$ cat config.mk
export PLATFORM = sky130hd
export DESIGN_NAME = ptw_walker
export DESIGN_NICKNAME = d
export VERILOG_FILES = /design/src/rtl/ptw_pkg.sv /design/src/rtl/ptw_ctrl.sv /design/src/rtl/ptw_dpath.sv /design/src/rtl/ptw_walker.sv
export SDC_FILE = /design/constraint.sdc
export NUM_CORES = 1
export LEC_CHECK = 0
export BUFFER_PORTS_ARGS = -buffer_cell sky130_fd_sc_hd__buf_2
export CAP_MARGIN = 25
export CORE_UTILIZATION = 25
export CTS_CLUSTER_DIAMETER = 200
export DETAILED_ROUTE_END_ITERATION = 10
export GPL_TIMING_DRIVEN = 0
export SETUP_SLACK_MARGIN = 0.4
export SLEW_MARGIN = 40
export SYNTH_ARGS = -nofsm -noshare
export SYNTH_HDL_FRONTEND = slang
export SYNTH_HIERARCHICAL = 1
export SYNTH_SLANG_ARGS = --single-unit
$ cat constraint.sdc
create_clock -name clk -period 14.65 [get_ports clk]
set_input_delay 2.1975 -clock clk [delete_from_list [all_inputs] [get_ports clk]]
set_output_delay 2.1975 -clock clk [all_outputs]
set_load 0.05 [all_outputs]
$ cat src/rtl/ptw_pkg.sv
package ptw_pkg;

  localparam int ENT_W   = 64;
  localparam int PRES_B  = 0;
  localparam int LEAF_B  = 7;

  typedef enum logic [1:0] {
    FMT_FLAT,
    FMT_TWO,
    FMT_PAE,
    FMT_LONG
  } ptwFmt_e;

  typedef enum logic [2:0] {
    ST_IDLE,
    ST_START,
    ST_ISSUE,
    ST_WAIT,
    ST_RESP
  } ptwState_e;

  typedef struct packed {
    logic load;
    logic start;
    logic descend;
    logic setLeaf;
    logic setFault;
    logic setFlat;
  } ptwStrobe_t;

endpackage

$ cat src/rtl/ptw_ctrl.sv
module ptw_ctrl
  import ptw_pkg::*;
(
  input  logic       clk,
  input  logic       rstN,
  input  logic       reqValid,
  input  logic       isFlat,
  input  logic       nonCanon,
  input  logic       rspValid,
  input  logic       rspPresent,
  input  logic       rspLeaf,
  output ptwStrobe_t strobe,
  output logic       busy,
  output logic       memReqValid,
  output logic       done
);

  ptwState_e stateQ, stateD;

  always_ff @(posedge clk or negedge rstN) begin
    if (!rstN) stateQ <= ST_IDLE;
    else       stateQ <= stateD;
  end

  always_comb begin
    stateD      = stateQ;
    strobe      = '0;
    memReqValid = 1'b0;
    done        = 1'b0;
    busy        = (stateQ != ST_IDLE);
    unique case (stateQ)
      ST_IDLE: begin
        if (reqValid) begin
          strobe.load = 1'b1;
          stateD      = ST_START;
        end
      end
      ST_START: begin
        if (isFlat) begin
          strobe.setFlat = 1'b1;
          stateD         = ST_RESP;
        end else if (nonCanon) begin
          strobe.setFault = 1'b1;
          stateD          = ST_RESP;
        end else begin
          strobe.start = 1'b1;
          stateD       = ST_ISSUE;
        end
      end
      ST_ISSUE: begin
        memReqValid = 1'b1;
        stateD      = ST_WAIT;
      end
      ST_WAIT: begin
        if (rspValid) begin
          if (!rspPresent) begin
            strobe.setFault = 1'b1;
            stateD          = ST_RESP;
          end else if (rspLeaf) begin
            strobe.setLeaf = 1'b1;
            stateD         = ST_RESP;
          end else begin
            strobe.descend = 1'b1;
            stateD         = ST_ISSUE;
          end
        end
      end
      ST_RESP: begin
        done   = 1'b1;
        stateD = ST_IDLE;
      end
      default: stateD = ST_IDLE;
    endcase
  end

endmodule

$ cat src/rtl/ptw_dpath.sv
module ptw_dpath
  import ptw_pkg::*;
#(
  parameter int VA_W = 64,
  parameter int PA_W = 52
) (
  input  logic             clk,
  input  logic             rstN,
  input  ptwStrobe_t       strobe,
  input  logic [VA_W-1:0]  reqVaddr,
  input  logic             cfgPaging,
  input  logic             cfgPae,
  input  logic             cfgPse,
  input  logic             cfgLa57,
  input  logic             cfgLong,
  input  logic [PA_W-1:0]  cfgRoot,
  input  logic [PA_W-1:0]  cfgA20Mask,
  input  logic [ENT_W-1:0] memRspData,
  output logic             isFlat,
  output logic             nonCanon,
  output logic             rspPresent,
  output logic             rspLeaf,
  output logic [PA_W-1:0]  memReqAddr,
  output logic             memReqWide,
  output logic [PA_W-1:0]  physAddr,
  output logic             fault
);

  localparam logic [PA_W-1:0] PAGE_ALIGN = ~PA_W'(12'hfff);
  localparam logic [PA_W-1:0] PTR_ALIGN  = ~PA_W'(5'h1f);

  ptwFmt_e          fmtQ;
  logic [VA_W-1:0]  vaQ;
  logic             pseQ, la57Q;
  logic [PA_W-1:0]  rootQ, a20Q, baseQ, physQ;
  logic [2:0]       levelQ;
  logic             faultQ;

  // format decode of the live configuration, captured at load
  ptwFmt_e fmtIn;
  always_comb begin
    if (!cfgPaging)   fmtIn = FMT_FLAT;
    else if (cfgLong) fmtIn = FMT_LONG;
    else if (cfgPae)  fmtIn = FMT_PAE;
    else              fmtIn = FMT_TWO;
  end

  // range check of the upper virtual bits
  logic [VA_W-1:47] upper4;
  logic [VA_W-1:56] upper5;
  logic             sameUpper;
  assign upper4    = vaQ[VA_W-1:47];
  assign upper5    = vaQ[VA_W-1:56];
  assign sameUpper = la57Q ? ((&upper5) | ~(|upper5)) : ((&upper4) | ~(|upper4));
  assign nonCanon  = (fmtQ == FMT_LONG) && !sameUpper;
  assign isFlat    = (fmtQ == FMT_FLAT);

  // per-level index position for 9-bit indices
  logic [5:0] idxShift;
  always_comb begin
    unique case (levelQ)
      3'd1:    idxShift = 6'd12;
      3'd2:    idxShift = 6'd21;
      3'd3:    idxShift = 6'd30;
      3'd4:    idxShift = 6'd39;
      3'd5:    idxShift = 6'd48;
      default: idxShift = 6'd12;
    endcase
  end

  logic [VA_W-1:0] vaShifted;
  logic [8:0]      idx9;
  assign vaShifted = vaQ >> idxShift;
  assign idx9      = vaShifted[8:0];

  // entry offset inside the current table
  logic [PA_W-1:0] entOff;
  always_comb begin
    unique case (fmtQ)
      FMT_TWO:
        entOff = (levelQ == 3'd2) ? PA_W'({vaQ[31:22], 2'b00})
                                  : PA_W'({vaQ[21:12], 2'b00});
      FMT_PAE:
        entOff = (levelQ == 3'd3) ? PA_W'({vaQ[31:30], 3'b000})
                                  : PA_W'({idx9, 3'b000});
      default:
        entOff = PA_W'({idx9, 3'b000});
    endcase
  end

  assign memReqAddr = (baseQ + entOff) & a20Q;
  assign memReqWide = (fmtQ != FMT_TWO);

  // classification of the returned entry
  logic psBit;
  assign psBit      = memRspData[LEAF_B];
  assign rspPresent = memRspData[PRES_B];
  always_comb begin
    unique case (fmtQ)
      FMT_TWO:  rspLeaf = (levelQ == 3'd1) || ((levelQ == 3'd2) && psBit && pseQ);
      FMT_PAE:  rspLeaf = (levelQ == 3'd1) || ((levelQ == 3'd2) && psBit);
      FMT_LONG: rspLeaf = (levelQ == 3'd1) ||
                          (((levelQ == 3'd2) || (levelQ == 3'd3)) && psBit);
      default:  rspLeaf = 1'b1;
    endcase
  end

  // page size of the leaf, as a count of offset bits
  logic [4:0] pageBits;
  always_comb begin
    if (fmtQ == FMT_TWO)
      pageBits = (levelQ == 3'd2) ? 5'd22 : 5'd12;
    else begin
      unique case (levelQ)
        3'd2:    pageBits = 5'd21;
        3'd3:    pageBits = 5'd30;
        default: pageBits = 5'd12;
      endcase
    end
  end

  // frame field of the returned entry
  logic [PA_W-1:0] frameNarrow, frameWide, frameRaw, offMask, nextBase, leafAddr;
  always_comb begin
    frameNarrow       = '0;
    frameNarrow[31:0] = memRspData[31:0];
    if (levelQ == 3'd2)
      frameNarrow[39:32] = memRspData[20:13];
    frameNarrow = frameNarrow & a20Q;
  end
  assign frameWide = memRspData[PA_W-1:0];
  assign frameRaw  = (fmtQ == FMT_TWO) ? frameNarrow : frameWide;
  assign offMask   = (PA_W'(1) << pageBits) - PA_W'(1);
  assign leafAddr  = (frameRaw & ~offMask) | (vaQ[PA_W-1:0] & offMask);
  assign nextBase  = (fmtQ == FMT_TWO) ? PA_W'({memRspData[31:12], 12'h000})
                                       : (frameWide & PAGE_ALIGN);

  logic [ENT_W-1:PA_W] unusedEntHi;
  assign unusedEntHi = memRspData[ENT_W-1:PA_W];

  // first level and its base
  logic [2:0]      firstLevel;
  logic [PA_W-1:0] firstBase;
  always_comb begin
    unique case (fmtQ)
      FMT_LONG: firstLevel = la57Q ? 3'd5 : 3'd4;
      FMT_PAE:  firstLevel = 3'd3;
      default:  firstLevel = 3'd2;
    endcase
    firstBase = (fmtQ == FMT_PAE) ? (rootQ & PTR_ALIGN) : (rootQ & PAGE_ALIGN);
  end

  always_ff @(posedge clk or negedge rstN) begin
    if (!rstN) begin
      fmtQ   <= FMT_FLAT;
      vaQ    <= '0;
      pseQ   <= 1'b0;
      la57Q  <= 1'b0;
      rootQ  <= '0;
      a20Q   <= '0;
      baseQ  <= '0;
      levelQ <= '0;
      physQ  <= '0;
      faultQ <= 1'b0;
    end else begin
      if (strobe.load) begin
        fmtQ   <= fmtIn;
        vaQ    <= reqVaddr;
        pseQ   <= cfgPse;
        la57Q  <= cfgLa57;
        rootQ  <= cfgRoot;
        a20Q   <= cfgA20Mask;
        faultQ <= 1'b0;
      end
      if (strobe.start) begin
        levelQ <= firstLevel;
        baseQ  <= firstBase;
      end
      if (strobe.descend) begin
        levelQ <= levelQ - 3'd1;
        baseQ  <= nextBase;
      end
      if (strobe.setLeaf) begin
        physQ  <= leafAddr;
        faultQ <= 1'b0;
      end
      if (strobe.setFlat) begin
        physQ  <= vaQ[PA_W-1:0] & a20Q;
        faultQ <= 1'b0;
      end
      if (strobe.setFault) begin
        physQ  <= '0;
        faultQ <= 1'b1;
      end
    end
  end

  assign physAddr = physQ;
  assign fault    = faultQ;

endmodule

$ cat src/rtl/ptw_walker.sv
module ptw_walker
  import ptw_pkg::*;
#(
  parameter int VA_W = 64,
  parameter int PA_W = 52
) (
  input  logic             clk,
  input  logic             rstN,
  input  logic             reqValid,
  input  logic [VA_W-1:0]  reqVaddr,
  input  logic             cfgPaging,
  input  logic             cfgPae,
  input  logic             cfgPse,
  input  logic             cfgLa57,
  input  logic             cfgLong,
  input  logic [PA_W-1:0]  cfgRoot,
  input  logic [PA_W-1:0]  cfgA20Mask,
  output logic             busy,
  output logic             done,
  output logic             fault,
  output logic [PA_W-1:0]  physAddr,
  output logic             memReqValid,
  output logic [PA_W-1:0]  memReqAddr,
  output logic             memReqWide,
  input  logic             memRspValid,
  input  logic [ENT_W-1:0] memRspData
);

  ptwStrobe_t strobe;
  logic       isFlat, nonCanon, rspPresent, rspLeaf;

  ptw_ctrl u_ctrl (
    .clk        (clk),
    .rstN       (rstN),
    .reqValid   (reqValid),
    .isFlat     (isFlat),
    .nonCanon   (nonCanon),
    .rspValid   (memRspValid),
    .rspPresent (rspPresent),
    .rspLeaf    (rspLeaf),
    .strobe     (strobe),
    .busy       (busy),
    .memReqValid(memReqValid),
    .done       (done)
  );

  ptw_dpath #(.VA_W(VA_W), .PA_W(PA_W)) u_dpath (
    .clk        (clk),
    .rstN       (rstN),
    .strobe     (strobe),
    .reqVaddr   (reqVaddr),
    .cfgPaging  (cfgPaging),
    .cfgPae     (cfgPae),
    .cfgPse     (cfgPse),
    .cfgLa57    (cfgLa57),
    .cfgLong    (cfgLong),
    .cfgRoot    (cfgRoot),
    .cfgA20Mask (cfgA20Mask),
    .memRspData (memRspData),
    .isFlat     (isFlat),
    .nonCanon   (nonCanon),
    .rspPresent (rspPresent),
    .rspLeaf    (rspLeaf),
    .memReqAddr (memReqAddr),
    .memReqWide (memReqWide),
    .physAddr   (physAddr),
    .fault      (fault)
  );

endmodule

==> Word-level counts from Yosys, hierarchy flattened <==
Index checks and enable logic that the tools add are counted.
{ "word_totals": {"reg_bits": 283, "in_bits": 241} }
{ "classes": {"add_sub_neg": 3, "n_eq_ne": 15, "shift": 2, "muxes": 54, "n_bitwise": 11, "n_reduce_logical": 20} }
{ "op_table": {"columns": ["op", "n"], "rows": [
  ["two-way mux 52 bit", 7],
  ["AND 52 bit", 4],
  ["one-hot mux 52 bit (2 select lines)", 1],
  [">> shifter 64 x 6 -> 9 bit", 1],
  ["adder 52 bit", 1],
  ["AND 40 x 52 -> 52 bit", 1],
  ["inverter 52 bit", 1],
  ["bitwise OR 52 bit", 1],
  ["<< shifter 1 x 5 -> 52 bit, first input constant", 1],
  ["subtractor 52 x 2 -> 52 bit, second input constant", 1],
  ["two-way mux 12 bit", 3],
  ["two-way mux 3 bit", 9],
  ["one-hot mux 6 bit (4 select lines)", 1],
  ["two-way mux 1 bit", 20],
  ["AND reduction 17 bit", 1],
  ["OR reduction 17 bit", 1],
  ["== test 3 x 2 -> 1 bit, second input constant", 4],
  ["one-hot mux 3 bit (4 select lines)", 1],
  ["two-way mux 2 bit", 5],
  ["two-way mux 5 bit", 2],
  ["one-hot mux 5 bit (2 select lines)", 1],
  ["== test 3 bit, second input constant", 3],
  ["two-way mux 8 bit", 1],
  ["AND reduction 8 bit", 1],
  ["21 further kinds", 33]
]} }

==> Depth between registers and ports, before layout <==
{ "logic_depth": {"depth_word": 12, "ltp_mapped": 20} }

==> Cells and area by module <==
The synthesis kept the hierarchy.
{ "by_module_without_submodules": {"columns": ["module", "instances", "cells_each", "area_per_inst_um2", "seq_area_each_um2"], "rows": [
  ["ptw_dpath", 1, 1522, 15349.7, 6756.5],
  ["ptw_ctrl", 1, 30, 246.5, 75.1]
]} }

==> Least setup slack after synthesis <==
OpenSTA, ideal clock, no wires.
{ "synth_timing": {"path_kind": "reg-to-output", "startpoint": "register u_dpath.levelQ[0]", "endpoint": "output port memReqAddr[45]", "arrival_ps": 5235, "setup_slack_ps": 7218, "path_stages_with_launch": 20, "path_buffers": 3, "path_cell_list": "dfrtp_1 -> inv_1 -> ha_1 -> clkbuf_1 -> mux2i_1 -> buf_4 -> mux4_2 -> nor2_1 -> o32ai_1 -> o31ai_1 -> a21oi_1 -> ha_1 -> inv_1 -> fa_1 -> nor2b_1 -> o21a_1 -> o21a_1 -> clkbuf_1 -> o211ai_4 -> o41ai_1"} }
{ "synth_via": {"elab_chain_cells": 7, "elab_cells_between_ends": 11, "classes_between": "1 x add/sub; 4 x eq/ne; 1 x shift; 4 x mux; 1 x bitwise"} }
{ "synth_lines": {"columns": ["item", "line", "source"], "rows": [
  ["from (decl)", "ptw_dpath.sv:36", "logic [2:0] levelQ;"],
  ["from (signal assigned)", "ptw_dpath.sv:176", "levelQ <= firstLevel;"],
  ["from (signal assigned)", "ptw_dpath.sv:180", "levelQ <= levelQ - 3'd1;"],
  ["== test 3 bit (tied with other cells)", "ptw_dpath.sv:61", "unique case (levelQ)"],
  ["one-hot mux 6 bit (4 select lines)", "ptw_dpath.sv:61", null],
  [">> shifter 64 x 6 -> 9 bit", "ptw_dpath.sv:73", "assign vaShifted = vaQ >> idxShift;"],
  ["two-way mux 12 bit", "ptw_dpath.sv:84", "entOff = (levelQ == 3'd3) ? PA_W'({vaQ[31:30], 3'b000})"],
  ["one-hot mux 52 bit (2 select lines) (*)", "ptw_dpath.sv:79", "unique case (fmtQ)"],
  ["adder 52 bit (*)", "ptw_dpath.sv:91", "assign memReqAddr = (baseQ + entOff) & a20Q;"],
  ["AND 52 bit (*)", "ptw_dpath.sv:91", null],
  ["to (decl)", "ptw_walker.sv:23", "output logic [PA_W-1:0] memReqAddr,"]
]} }
Every way passes the cells marked *; elsewhere a longest branch is shown, timed or not.

==> Worst setup path after layout <==
{ "layout_timing": {"startpoint": "register u_dpath.levelQ[0]", "endpoint": "output port memReqAddr[48]"} }
The elaborated chain is that of the path after synthesis.

==> results by group <==
Place
  • Final HPWL DP: 57,300 µm
  • Port bufs: 324
  • Pre-CTS WS: about 6 ns
  • Gpl congestion: 0.919
  • Placed Instances: between 2,000 and 3,000
  • Placed instance area: 0.0185 mm²

Logic synthesis
  • Share of the synthesized area in the top cell type: 0.438
  • Register area share after synthesis: 0.438
  • Synth area leader: dfrtp_1
  • Avg Inst Size Synth: 10.0 µm²
  • Post-synthesis cell type count: 80
  • Post-synth top cells: dfrtp_1 (273), mux2_2 (166), nand2_1 (161)
  • Largest cells by area after synthesis: dfrtp_1 (44%), mux2_2 (12%), mux2i_1 (5.5%)
  • Synth async-reset ratio: 1.00
  • Mapped cell area: 0.0156 mm²
  • Most frequent cell after synthesis: dfrtp_1
  • Synth Flop Type: dfrtp_1
  • Synth warn: 6
  • EDFF count, synth: 0
  • Synth Instances: 1,552
  • FF+latch count, synth: between 200 and 300

Clock tree
  • Clock Latency Late Sink: 0.60 ns
  • Num CTS Buffers: 31
  • Cts repair resizes: 0
  • CTS tree: yes
  • Reg clk slew, reported paths: around 0.060 ns
  • Clk root buf: clkbuf_16
  • # H-tree levels: 1
  • Hold Buf Count CTS: 0
  • Bufs on Longest Clock Path: 3
  • CTS sink cnt: 273
  • Post-CTS Setup Bufs: 0

Final layout
  • Fin nets: approximately 2,200
  • P&R area growth vs syn: 25.7%
  • Proportion of layout cells with a drive suffix above 1: 0.317
  • Final cell count without fillers: 2,784
  • Cell area after layout: 0.0196 mm²
  • Util after Layout: 0.318
  • Fill cells: 6,459

Timing
  • Clock Skews: 0.0172 ns
  • Period minus WS final: about 9 ns
  • F_max: about 110 MHz
  • # setup viols final: 0
  • Slew at the pin with the worst max-slew slack: 0.939 ns
  • Hold_ws: 0.475 ns
  • Final Cycle Share: 0.629
  • Setup ws final: 5.44 ns
  • Fin. Hold Viols: 0
  • Final TNS setup: 0 ns
  • RSZ-0062 raised after global routing: no
  • Relative slew slack: 0.374
  • Max-slew violations: 0

Global routing
  • Initial antenna violation count: 4
  • First-pass GRT wire length: 104,000 µm
  • Largest net degree at the start of global routing: 74
  • Grt ovf: 0
  • Total global-route track usage: 0.224
  • Number of global-route vias before repair: 14,407

Setup path
  • Crit-path max FO: 10
  • CP startpoint kind: flop
  • Critical Path RT: ~12 ns
  • Crit path max-delay family: buffers and inverters
  • CP Data Arrival Time: 7.01 ns
  • Capturing element type of the critical path: output port
  • Worst path max stage delay: about 0.62 ns
  • Worst Path Buf+Inv: 6
  • Max stage delay cell, worst path: mux2i_2
  • WS Path Type: reg -> out
  • Cell Chain, Critical Path: inv_1 > ha_1 > clkbuf_1 > mux2i_2 > buf_2 > mux2i_1 > mux2i_1 > o21ai_0 > nand2_1 > a211o_1 > ha_1 > o21ai_0 > nor2b_1 > nor3_2 > buf_2 > buf_2 > nand4_1 > xnor2_1 > and2_1 > buf_2
  • Critical Path Most Common Cell: buf_2

Floorplan
  • Row count: 91
  • Die height: 252 µm
  • Die width: 252 µm
  • Core Footprint: 0.0617 mm²
  • # IOs: 350
  • Die area: ~0.063 mm²
  • Initial Utilization: 0.253

Route
  • Vias: approximately 15,000
  • Initial DRT Pass Iterations: 5
  • Post-DR wirelength/cell: 26.1 µm
  • Residual DRC: 0
  • Routed Wire Length: 72,600 µm
  • Final antenna-violating net count: 0
  • DR vias/cell: 5.25
  • Iter 0 DRT Violations: 1,448

Power
  • LEAKAGE: 8.65 nW
  • Tot Pwr: 5.73 mW
  • Peak VDD IR: between 0.0001 and 0.00015 V
  • Power per cell area: 292 mW/mm²

Run status
  • Status: finished clean

Min path
  • Worst min path class: reg -> reg

Flow run
  • Maxcap violations: 0
## kinds of logic (layout without fill, tap and decap cells)
family / count (synthesis) / in the layout / synth area share
XOR/XNOR: 31 / 31 / 0.0174
other: 2 / 8 / 0.000482
AO/OA/AOI/OAI: 359 / 359 / 0.146
buffers and inverters: 130 / 519 / 0.0340
flip-flops: 273 / 273 / 0.438
AND/OR/NAND/NOR: 470 / 470 / 0.152
adder cells (fa/ha/maj): 22 / 22 / 0.0181
multiplexers: 265 / 265 / 0.194
## where the power goes
part	internal, mW	switching [mW]	leakage (nW)
Combinational	1.13	2.14	4.79
Sequential	1.13	0.484	3.30
Clock	0.520	0.337	0.557
Total	2.77	2.96	8.65
## cell type report
class,instances,area (µm²),area share
multi-input cells,1153,8280,0.422
flip-flops and latches,273,6830,0.349
repair buffers,331,1780,0.0906
well taps,837,1050,0.0534
clock buffers,43,911,0.0465
plain buffers,105,445,0.0227
clock inverters,15,214,0.0109
inverters,25,93.8,0.00479
diodes,2,5.00,0.000255
## registers in the layout, indices dropped and copies added, names as in the netlist, 2 cells and up
| signal | count |
|---|---|
| u_ctrl/stateQ | 3 |
| u_dpath/baseQ | 47 |
| u_dpath/rootQ | 47 |
| u_dpath/vaQ | 64 |
| u_dpath/physAddr | 52 |
| u_dpath/fmtQ | 2 |
| u_dpath/levelQ | 3 |
| u_dpath/a20Q | 52 |
## metal layers
metal | up-vias | track usage | part of all wire
li1 | 6407 | - | -
met5 | - | 0 | 0.00012
met1 | 7395 | 0.300 | 0.43
met4 | 2 | 0.0764 | 0.034
met2 | 696 | 0.366 | 0.47
met3 | 127 | 0.0366 | 0.069
## worst register-to-register path, cell delays in order (launching register included)
cell      delay [ns]
dfrtp_1         0.42
inv_1           0.12
ha_1            0.27
clkbuf_1        0.57
nor3_1          0.14
o21ai_0         0.31
a21oi_1         0.12
o21bai_1        0.26
inv_1           0.07
nor2_1          0.10
clkbuf_1        0.51
nor2_1          0.15
or2_2           0.39
clkbuf_1        0.26
clkbuf_1        0.31
a221oi_1        0.29
a21o_1          0.11
## placed cells by master (no fill, tap or decap), types with 25 or more instances in the layout
cell type | synthesis | final
nand4_1 | 25 | 25
a21oi_1 | 63 | 62
xnor2_1 | 29 | 29
a31oi_1 | 32 | 32
nor2_1 | 70 | 70
dfrtp_1 | 273 | 273
clkbuf_16 | 0 | 31
clkbuf_1 | 77 | 75
and3_1 | 28 | 28
nand2_1 | 161 | 161
mux2_2 | 166 | 166
nand3_1 | 60 | 60
and2_1 | 34 | 34
buf_2 | 13 | 337
mux2i_1 | 86 | 85
o21ai_0 | 130 | 128
## worst paths after layout
| path | cells past startpoint | from | slack (ns) | to |
|---|---|---|---|---|
| setup / recovery | 20 | u_dpath/levelQ[0] | 5.44 | memReqAddr[48] |
| hold / removal | 1 | u_dpath/physAddr[39] | 0.47 | u_dpath/physAddr[39] |
| setup reg to reg | 16 | u_dpath/fmtQ[0] | 10.19 | u_dpath/physAddr[38] |
| hold reg to reg | 1 | u_dpath/physAddr[39] | 0.47 | u_dpath/physAddr[39] |
| max in group asynchronous | 4 | rstN | 11.85 | u_dpath/a20Q[49] |
| min in group asynchronous | 1 | rstN | 1.50 | u_dpath/rootQ[13] |
Note: power is estimated with default switching activity, not from simulation.
